[config.mk]
export PLATFORM = sky130hd
export DESIGN_NAME = aluFlagUnit
export DESIGN_NICKNAME = d
export VERILOG_FILES = /design/src/rtl/aluPkg.sv /design/src/rtl/aluControl.sv /design/src/rtl/aluDatapath.sv /design/src/rtl/aluFlagUnit.sv
export SDC_FILE = /design/constraint.sdc
export NUM_CORES = 1
export LEC_CHECK = 0
export ABC_AREA = 1
export CORE_MARGIN = 1.5
export CORE_UTILIZATION = 25
export CTS_BUF_LIST = sky130_fd_sc_hd__clkbuf_4 sky130_fd_sc_hd__clkbuf_8 sky130_fd_sc_hd__clkbuf_16
export DETAILED_ROUTE_END_ITERATION = 7
export SLEW_MARGIN = 5
export SYNTH_ARGS = -nofsm -noshare
export SYNTH_HDL_FRONTEND = slang
export SYNTH_HIERARCHICAL = 1
export SYNTH_SLANG_ARGS = --single-unit
[constraint.sdc]
create_clock -name clk -period 3.2 [get_ports clk]
set_clock_uncertainty 0.05 [all_clocks]
set_input_delay 0.64 -clock clk [delete_from_list [all_inputs] [get_ports clk]]
set_output_delay 0.64 -clock clk [all_outputs]
set_load 0.005 [all_outputs]
[src/rtl/aluPkg.sv]
package aluPkg;

  localparam int DATA_W = 8;
  localparam int OP_W   = 4;

  localparam logic [OP_W-1:0] OP_ADD  = 4'd0;
  localparam logic [OP_W-1:0] OP_ADC  = 4'd1;
  localparam logic [OP_W-1:0] OP_SUB  = 4'd2;
  localparam logic [OP_W-1:0] OP_SBB  = 4'd3;
  localparam logic [OP_W-1:0] OP_CMP  = 4'd4;
  localparam logic [OP_W-1:0] OP_AND  = 4'd5;
  localparam logic [OP_W-1:0] OP_OR   = 4'd6;
  localparam logic [OP_W-1:0] OP_XOR  = 4'd7;
  localparam logic [OP_W-1:0] OP_INC  = 4'd8;
  localparam logic [OP_W-1:0] OP_DEC  = 4'd9;
  localparam logic [OP_W-1:0] OP_LOAD = 4'd10;

  localparam int FLAG_S  = 7;
  localparam int FLAG_Z  = 6;
  localparam int FLAG_AC = 4;
  localparam int FLAG_P  = 2;
  localparam int FLAG_CY = 0;

  typedef enum logic [1:0] {
    CIN_ZERO = 2'd0,
    CIN_ONE  = 2'd1,
    CIN_CY   = 2'd2,
    CIN_NCY  = 2'd3
  } cinSel_e;

  typedef enum logic [1:0] {
    LOG_AND = 2'd0,
    LOG_OR  = 2'd1,
    LOG_XOR = 2'd2
  } logicSel_e;

  typedef struct packed {
    logic      writeAcc;
    logic      writeFlags;
    logic      holdCarry;
    logic      invB;
    logic      constOne;
    logic      borrowOut;
    logic      useLogic;
    logic      passOperand;
    logicSel_e logicSel;
    cinSel_e   cinSel;
  } aluCtrl_t;

endpackage

[src/rtl/aluControl.sv]
module aluControl
  import aluPkg::*;
(
  input  logic            loadEn,
  input  logic [OP_W-1:0] opCode,
  output aluCtrl_t        ctrl
);

  always_comb begin
    ctrl = '{writeAcc: 1'b0, writeFlags: 1'b0, holdCarry: 1'b0, invB: 1'b0,
             constOne: 1'b0, borrowOut: 1'b0, useLogic: 1'b0, passOperand: 1'b0,
             logicSel: LOG_AND, cinSel: CIN_ZERO};
    if (loadEn) begin
      unique case (opCode)
        OP_ADD: begin
          ctrl.writeAcc = 1'b1; ctrl.writeFlags = 1'b1;
        end
        OP_ADC: begin
          ctrl.writeAcc = 1'b1; ctrl.writeFlags = 1'b1; ctrl.cinSel = CIN_CY;
        end
        OP_SUB: begin
          ctrl.writeAcc = 1'b1; ctrl.writeFlags = 1'b1; ctrl.invB = 1'b1;
          ctrl.borrowOut = 1'b1; ctrl.cinSel = CIN_ONE;
        end
        OP_SBB: begin
          ctrl.writeAcc = 1'b1; ctrl.writeFlags = 1'b1; ctrl.invB = 1'b1;
          ctrl.borrowOut = 1'b1; ctrl.cinSel = CIN_NCY;
        end
        OP_CMP: begin
          ctrl.writeFlags = 1'b1; ctrl.invB = 1'b1;
          ctrl.borrowOut = 1'b1; ctrl.cinSel = CIN_ONE;
        end
        OP_AND: begin
          ctrl.writeAcc = 1'b1; ctrl.writeFlags = 1'b1; ctrl.useLogic = 1'b1;
          ctrl.logicSel = LOG_AND;
        end
        OP_OR: begin
          ctrl.writeAcc = 1'b1; ctrl.writeFlags = 1'b1; ctrl.useLogic = 1'b1;
          ctrl.logicSel = LOG_OR;
        end
        OP_XOR: begin
          ctrl.writeAcc = 1'b1; ctrl.writeFlags = 1'b1; ctrl.useLogic = 1'b1;
          ctrl.logicSel = LOG_XOR;
        end
        OP_INC: begin
          ctrl.writeAcc = 1'b1; ctrl.writeFlags = 1'b1; ctrl.holdCarry = 1'b1;
          ctrl.constOne = 1'b1;
        end
        OP_DEC: begin
          ctrl.writeAcc = 1'b1; ctrl.writeFlags = 1'b1; ctrl.holdCarry = 1'b1;
          ctrl.constOne = 1'b1; ctrl.invB = 1'b1; ctrl.cinSel = CIN_ONE;
        end
        OP_LOAD: begin
          ctrl.writeAcc = 1'b1; ctrl.passOperand = 1'b1;
        end
        default: ;
      endcase
    end
  end

endmodule

[src/rtl/aluDatapath.sv]
module aluDatapath
  import aluPkg::*;
#(
  parameter int WIDTH = DATA_W
) (
  input  logic             clk,
  input  logic             rstN,
  input  aluCtrl_t         ctrl,
  input  logic [WIDTH-1:0] operand,
  output logic [WIDTH-1:0] accOut,
  output logic [7:0]       flagOut
);

  localparam int HALF = 4;

  logic [WIDTH-1:0] accReg;
  logic [7:0]       flagReg;

  logic [WIDTH-1:0] addB;
  logic             carryIn;
  logic [WIDTH:0]   fullSum;
  logic [HALF:0]    lowSum;
  logic [WIDTH-1:0] logicRes;
  logic [WIDTH-1:0] result;
  logic             nextAc;
  logic             nextCy;
  logic [7:0]       nextFlags;

  always_comb begin
    addB = ctrl.constOne ? WIDTH'(1) : operand;
    if (ctrl.invB) addB = ~addB;
    unique case (ctrl.cinSel)
      CIN_ZERO: carryIn = 1'b0;
      CIN_ONE:  carryIn = 1'b1;
      CIN_CY:   carryIn = flagReg[FLAG_CY];
      default:  carryIn = ~flagReg[FLAG_CY];
    endcase
    fullSum = {1'b0, accReg} + {1'b0, addB} + {{WIDTH{1'b0}}, carryIn};
    lowSum  = {1'b0, accReg[HALF-1:0]} + {1'b0, addB[HALF-1:0]} + {{HALF{1'b0}}, carryIn};
  end

  always_comb begin
    unique case (ctrl.logicSel)
      LOG_AND: logicRes = accReg & operand;
      LOG_OR:  logicRes = accReg | operand;
      default: logicRes = accReg ^ operand;
    endcase
  end

  always_comb begin
    if (ctrl.passOperand)   result = operand;
    else if (ctrl.useLogic) result = logicRes;
    else                    result = fullSum[WIDTH-1:0];

    if (ctrl.useLogic) begin
      nextAc = (ctrl.logicSel == LOG_AND);
      nextCy = 1'b0;
    end else begin
      nextAc = lowSum[HALF];
      if (ctrl.holdCarry)      nextCy = flagReg[FLAG_CY];
      else if (ctrl.borrowOut) nextCy = ~fullSum[WIDTH];
      else                     nextCy = fullSum[WIDTH];
    end

    nextFlags          = 8'h00;
    nextFlags[FLAG_S]  = result[WIDTH-1];
    nextFlags[FLAG_Z]  = (result == '0);
    nextFlags[FLAG_AC] = nextAc;
    nextFlags[FLAG_P]  = ~^result;
    nextFlags[FLAG_CY] = nextCy;
  end

  always_ff @(posedge clk or negedge rstN) begin
    if (!rstN) begin
      accReg  <= '0;
      flagReg <= 8'h00;
    end else begin
      if (ctrl.writeAcc)   accReg  <= result;
      if (ctrl.writeFlags) flagReg <= nextFlags;
    end
  end

  assign accOut  = accReg;
  assign flagOut = flagReg;

  assert_unused_zero_R2: assert property (@(posedge clk) disable iff (!rstN)
    (flagReg[5] == 1'b0) && (flagReg[3] == 1'b0) && (flagReg[1] == 1'b0));

  assert_flags_track_acc_R10: assert property (@(posedge clk) disable iff (!rstN)
    (ctrl.writeAcc && ctrl.writeFlags) |=>
      (flagReg[FLAG_S] == accReg[WIDTH-1]) && (flagReg[FLAG_Z] == (accReg == '0)) &&
      (flagReg[FLAG_P] == ~^accReg));

  assert_cmp_keeps_acc_R5: assert property (@(posedge clk) disable iff (!rstN)
    (ctrl.writeFlags && !ctrl.writeAcc) |=> $stable(accReg));

  assert_carry_held_R7: assert property (@(posedge clk) disable iff (!rstN)
    ctrl.holdCarry |=> (flagReg[FLAG_CY] == $past(flagReg[FLAG_CY])));

  assert_logic_clears_cy_R6: assert property (@(posedge clk) disable iff (!rstN)
    (ctrl.useLogic && ctrl.writeFlags) |=> (flagReg[FLAG_CY] == 1'b0));

  assert_idle_no_change_R9: assert property (@(posedge clk) disable iff (!rstN)
    (!ctrl.writeAcc && !ctrl.writeFlags) |=> ($stable(accReg) && $stable(flagReg)));

  assert_load_keeps_flags_R8: assert property (@(posedge clk) disable iff (!rstN)
    ctrl.passOperand |=> ($stable(flagReg) && (accReg == $past(operand))));

endmodule

[src/rtl/aluFlagUnit.sv]
module aluFlagUnit
  import aluPkg::*;
(
  input  logic        clk,
  input  logic        rstN,
  input  logic        loadEn,
  input  logic [3:0]  opCode,
  input  logic [7:0]  operand,
  output logic [7:0]  accOut,
  output logic [7:0]  flagOut
);

  aluCtrl_t ctrl;

  aluControl uControl (
    .loadEn (loadEn),
    .opCode (opCode),
    .ctrl   (ctrl)
  );

  aluDatapath #(.WIDTH(DATA_W)) uDatapath (
    .clk     (clk),
    .rstN    (rstN),
    .ctrl    (ctrl),
    .operand (operand),
    .accOut  (accOut),
    .flagOut (flagOut)
  );

endmodule

# == Word-level counts from Yosys, hierarchy flattened ==
# Index checks and enable logic that the tools add are counted.
# totals
ff_bits,13
latchBits,0
mem_bits_rw,0
mem_bits_ro,0
in_bits,15
output_inout_bits,16
wordCells,60
mem_count,0
# classes
addsub,4
n_mul,0
n_div,0
order_cmp,0
n_eq_ne,14
shift,0
muxes,20
bitwise,6
reduce_logical,13
# op_table
cell,count
$mux W8,4
$reduce_or A10 Y1,2
$eq A4 B3 Y1 const B,4
$pmux W8 S2,1
$eq A4 B4 Y1 const B,3
$mux W12,1
$mux W1,11
$add A8 B8 Y9,1
$add A9 B1 Y9,1
$reduce_or A3 Y1,3
$and A8 B8 Y8,1
$eq A4 B2 Y1 const B,2
$logic_not A8 Y1,1
$not A8 Y8,1
$or A8 B8 Y8,1
$reduce_xnor A8 Y1,1
$xor A8 B8 Y8,1
$pmux W2 S3,1
$add A4 B4 Y5,1
$add A5 B1 Y5,1
$eq A2 B1 Y1 const B,2
$eq A4 B1 Y1 const B,1
$logic_not A2 Y1,2
$logic_not A4 Y1,1
other kinds (8),9

# == Logic depth before layout (Yosys ltp) ==
# logic_depth
word_depth,13
depth_mapped,22
ltp_nobuf,21

# == Cells and area by module ==
# The synthesis kept the hierarchy.
# modules_own_cells
mod,instances,cells_per_inst,area_per_inst_um2,seq_area_each_um2
aluDatapath,1,272,1783.0,325.3
aluControl,1,33,173.9,0.0

# == Worst setup path after synthesis ==
# OpenSTA, ideal clock, no wires.
# synth_path
path_type,input -> register
startpoint,in opCode[2]
endpoint,"reg uDatapath.flagReg[2], in the netlist uDatapath/flagOut[2]"
setup_ns,0.082
t_arrival_ns,3.369
t_required_ns,3.068
slack_ns,-0.301
stages,19
path_buffers,2
path_cell_list,buf_6 -> inv_1 -> nand3_1 -> nand2_1 -> nand2_2 -> nand2_1 -> buf_2 -> xnor2_1 -> fa_1 -> inv_1 -> fa_1 -> o21bai_1 -> nor2_1 -> o21ai_1 -> nand2_1 -> ha_1 -> xor2_1 -> or2_2 -> a31oi_1
# synth_lines
item,line_no,text
start: declaration,aluFlagUnit.sv:7,"input logic [3:0] opCode,"
end signal: assignment,aluDatapath.sv:79,if (ctrl.writeFlags) flagReg <= nextFlags;
end: declaration,aluDatapath.sv:17,logic [7:0] flagReg;

==> impl_results.md <==
- Status: finished with violations
- Failing checks: setup timing
- Post-synthesis average cell area: 6.416 um^2
- Worst Path Buf+Inv: 4
- Data arrival, critical path: 3.43 ns
- Tcrit/Tclk final: 103.5%
- Min cycle time layout: 3.312 ns
- Fmax: 301.9 MHz
- Reg2reg path depth: 15
- Vias in the first global route: 2246
- Worst reg2reg startpoint: uDatapath/flagOut[0]
- Worst slew margin: 57.49%
- Worst-Margin Slew: 0.6356 ns
- H-tree depth: 1
- HP Class: reg2reg
- CTS sink count: 13
- Total power: 2.539 mW
- Hold Path Depth: 2
- # hold bufs at CTS: 0
- DRC viols: 0
- Number of vias per cell: 4.484
- Sequential power share: 14.0%
- Comb pwr share: 79.7%
- Largest stage delay, worst path: 0.32 ns
- Internal Power: 1.435 mW
- Hold_sp: uDatapath/flagOut[7]
- Critical path, cell by cell: buf_8 -> buf_6 -> nor4_4 -> inv_2 -> nand2_2 -> xor2_1 -> inv_1 -> ha_4 -> or2_4 -> nand3b_1 -> nand2_1 -> nand2_1 -> nand3_2 -> nand2_2 -> nand2_1 -> ha_4 -> xor2_2 -> or2_4 -> a31oi_1
- Die H: 91.48 um
- DIE WIDTH: 91.48 um
- Post-DP HPWL: 4701 um
- Largest net degree at the start of global routing: 14
- Tot GR Track Use: 15.20%
- TritonCTS buffer count: 3
- WHS Endpoint: uDatapath/flagOut[7]
- Remaining antenna violation count after routing: 0
- Global-route wire length before repair: 10330 um
- Worst vdd ir: 0.4605 mV
- Slew Limit Fails: 0
- Routed vias: 2215
- Max-Cap Viols: 0
- CP dominant cell by count: nand2_1
- Initial antenna violation count: 0
- Routed wire per std cell: 12.56 um
- Power Density: 806.9 mW/mm^2
- Initial DRC count: 94
- Share of layout cells above drive strength 1: 35.97%
- Layout overhead on the synthesized area: 60.81%
- Longest Clk Path Bufs: 2
- Final setup margin: -0.1123 ns
- # rows: 32
- Critical path fanouts, max: 7
- Final TNS setup: -0.1123 ns
- First-pass DRT Iterations: 5
- Sw power: 1.104 mW
- Detailed Route WL: 6204 um
- CTS tree: built
- Cell variety after synth: 34
- CP endpoint kind: flip-flop
- Nets: 437
- Critical setup path kind: in2reg
- WP data required: 3.32 ns
- Worst-path clk slew: 0.06 ns
- Mapped Area: 0.001957 mm^2
- Final setup violating endpoints: 1
- Gr ovfl total: 0
- Floorplan core area: 0.007647 mm^2
- # fillers: 776
- Reg2Reg Setup Slack: 0.42 ns
- Starting Density: 25.59%
- Critical-path top delay cell: nor4_4
- YS warnings: 6
- Die area: 0.008368 mm^2
- Unrepaired setup endpoints after global routing: yes
- Post-synthesis sequential area ratio: 16.62%
- IO Port Bufs: 27
- I/O pins: 31
- Switching Share: 43.49%
- Crit start category: input port
- Crit path from: opCode[1]
- Leak: 1.602 nW
- Routability congestion estimate: 0.8685
- Clock share of power: 6.3%
- Seq cells post-synth: 13
- Antenna Cells: 0
- Worst-Skew Late Latency: 0.25 ns
- Crit path max-delay family: simple AND/OR/NAND/NOR gates
- Reg2Reg Capture Point: uDatapath/flagOut[2]
- Final Hold Vio Count: 0
- Clock tree root buffer cell: clkbuf_8
- Post-Syn Instances: 305
routing by layer:
| layer | GRT usage (%) | part of all wire (%) | up-vias |
|---|---|---|---|
| met5 | 0 | 0 | - |
| met4 | 3.516 | 1.8 | 0 |
| met3 | 1.089 | 3.6 | 11 |
| met2 | 26.68 | 49 | 61 |
| met1 | 20.15 | 46 | 1025 |
| li1 | - | - | 1118 |
area by class of cell:
class | count | area, um^2 | share of cell area [%]
Inverter | 55 | 209.0 | 6.640
Clock buffer | 4 | 48.80 | 1.551
Timing Repair Buffer | 90 | 779.5 | 24.77
Tap cell | 102 | 127.6 | 4.056
Multi-Input combinational cell | 230 | 1657 | 52.64
Sequential cell | 13 | 325.3 | 10.34
power by group through the flow:
stage	registers [mW]	clock network (mW)	logic, mW
2_1_floorplan	0.327	0	0.860
3_3_place_gp	0.353	0	1.40
3_5_place_dp	0.352	0	1.43
4_1_cts	0.356	0.163	1.76
5_1_grt	0.371	0.173	2.23
6_report	0.356	0.159	2.02
worst min-delay path, delay by kind of cell, from the launching register on:
kind / cells / cell delay [ns]
flops: 1 / 0.34
simple gates: 2 / 0.11
flip-flops by register name, indices dropped and copies added (netlist names):
register           cells
uDatapath/accOut       8
uDatapath/flagOut      5
how the worst max path moves through the flow:
stage,cells after the start,endpoint,slack (ns)
after floorplan,15,uDatapath/flagOut[2],-0.1
after global placement,19,uDatapath/flagOut[2],-0.88
after detailed placement,20,uDatapath/flagOut[2],-0.95
after CTS,18,uDatapath/flagOut[2],-0.07
after global routing,19,uDatapath/flagOut[2],-0.27
final,19,uDatapath/flagOut[2],-0.11
per-stage QoR:
step / setup slack, ns / utilization (%) / hold WS (ns) / cell area (um^2) / cells
after CTS: -0.07454 / 39.45 / 0.4450 / 3017 / 492
after detailed placement: -0.9544 / 35.80 / 0.4235 / 2738 / 473
after floorplan: -0.09808 / - / 0.2944 / 2049 / 307
after global placement: -0.8825 / 35.80 / 0.4226 / 2738 / 473
after global routing: -0.2739 / 41.15 / 0.4638 / 3147 / 494
final: -0.1123 / 41.15 / 0.4322 / 3147 / 494
repair_timing:
item	in CTS	in global routing
resized for setup	51	27
buffers inserted	15	4
pin swaps	28	27
endpoints found under the setup margin	5	3
cells in the final DEF, fill, tap and decap left out, types with 3 or more instances in the layout:
cell type	instances
buf_6	3
nand3_2	4
inv_1	47
xor2_1	7
ha_4	9
o21ai_1	6
o21ai_0	7
nor2_2	3
nand4_1	3
o211ai_1	5
nor2_1	21
buf_4	60
clkdlybuf4s50_1	22
clkbuf_8	3
inv_2	7
conb_1	3
a21oi_1	7
nand2_1	73
dfrtp_1	13
nor3_1	3
nand3_1	11
nand2_2	21
xor2_2	3
ha_1	18
Yosys cell counts:
cell type  number  area (um^2)
nand2_1        93        349.1
conb_1          1        3.750
fa_1            2        40.04
or2_1           2        12.51
a31oi_1         1        6.260
a21oi_1         9        45.04
nor4_2          2        25.02
o211ai_1        5        37.54
o21ai_0         9        45.04
nor2_2          2        12.51
nand4_1         3        18.77
nand3_2         1        10.01
buf_2           2        10.01
nor2_4          1        11.26
o21bai_1        2        15.01
xor2_1         10        87.58
o21ai_1         5        25.02
nor2_1         23        86.33
nand2_2         3        18.77
nor3_1          4        20.02
o22ai_2         1        12.51
inv_2           4        15.01
nand3_1        15        75.07
a21oi_2         1        8.760
or2_2           1        6.260
o21ai_2         1        8.760
ha_1           27        337.8
inv_1          51        191.4
o211ai_2        1        12.51
buf_6           2        22.52
dfrtp_1        13        325.3
xnor2_1         1        8.760
buf_4           5        37.54
nand3b_1        2        15.01
cell families after synthesis:
family                   share of synthesized area [%]
AO/OA/AOI/OAI                                    11.06
adder cells (fa/ha/maj)                          19.31
buffers and inverters                            14.13
XOR/XNOR                                         4.923
AND/OR/NAND/NOR                                  33.76
other                                           0.1916
flip-flops                                       16.62
Power figures use the tool's default switching activity.
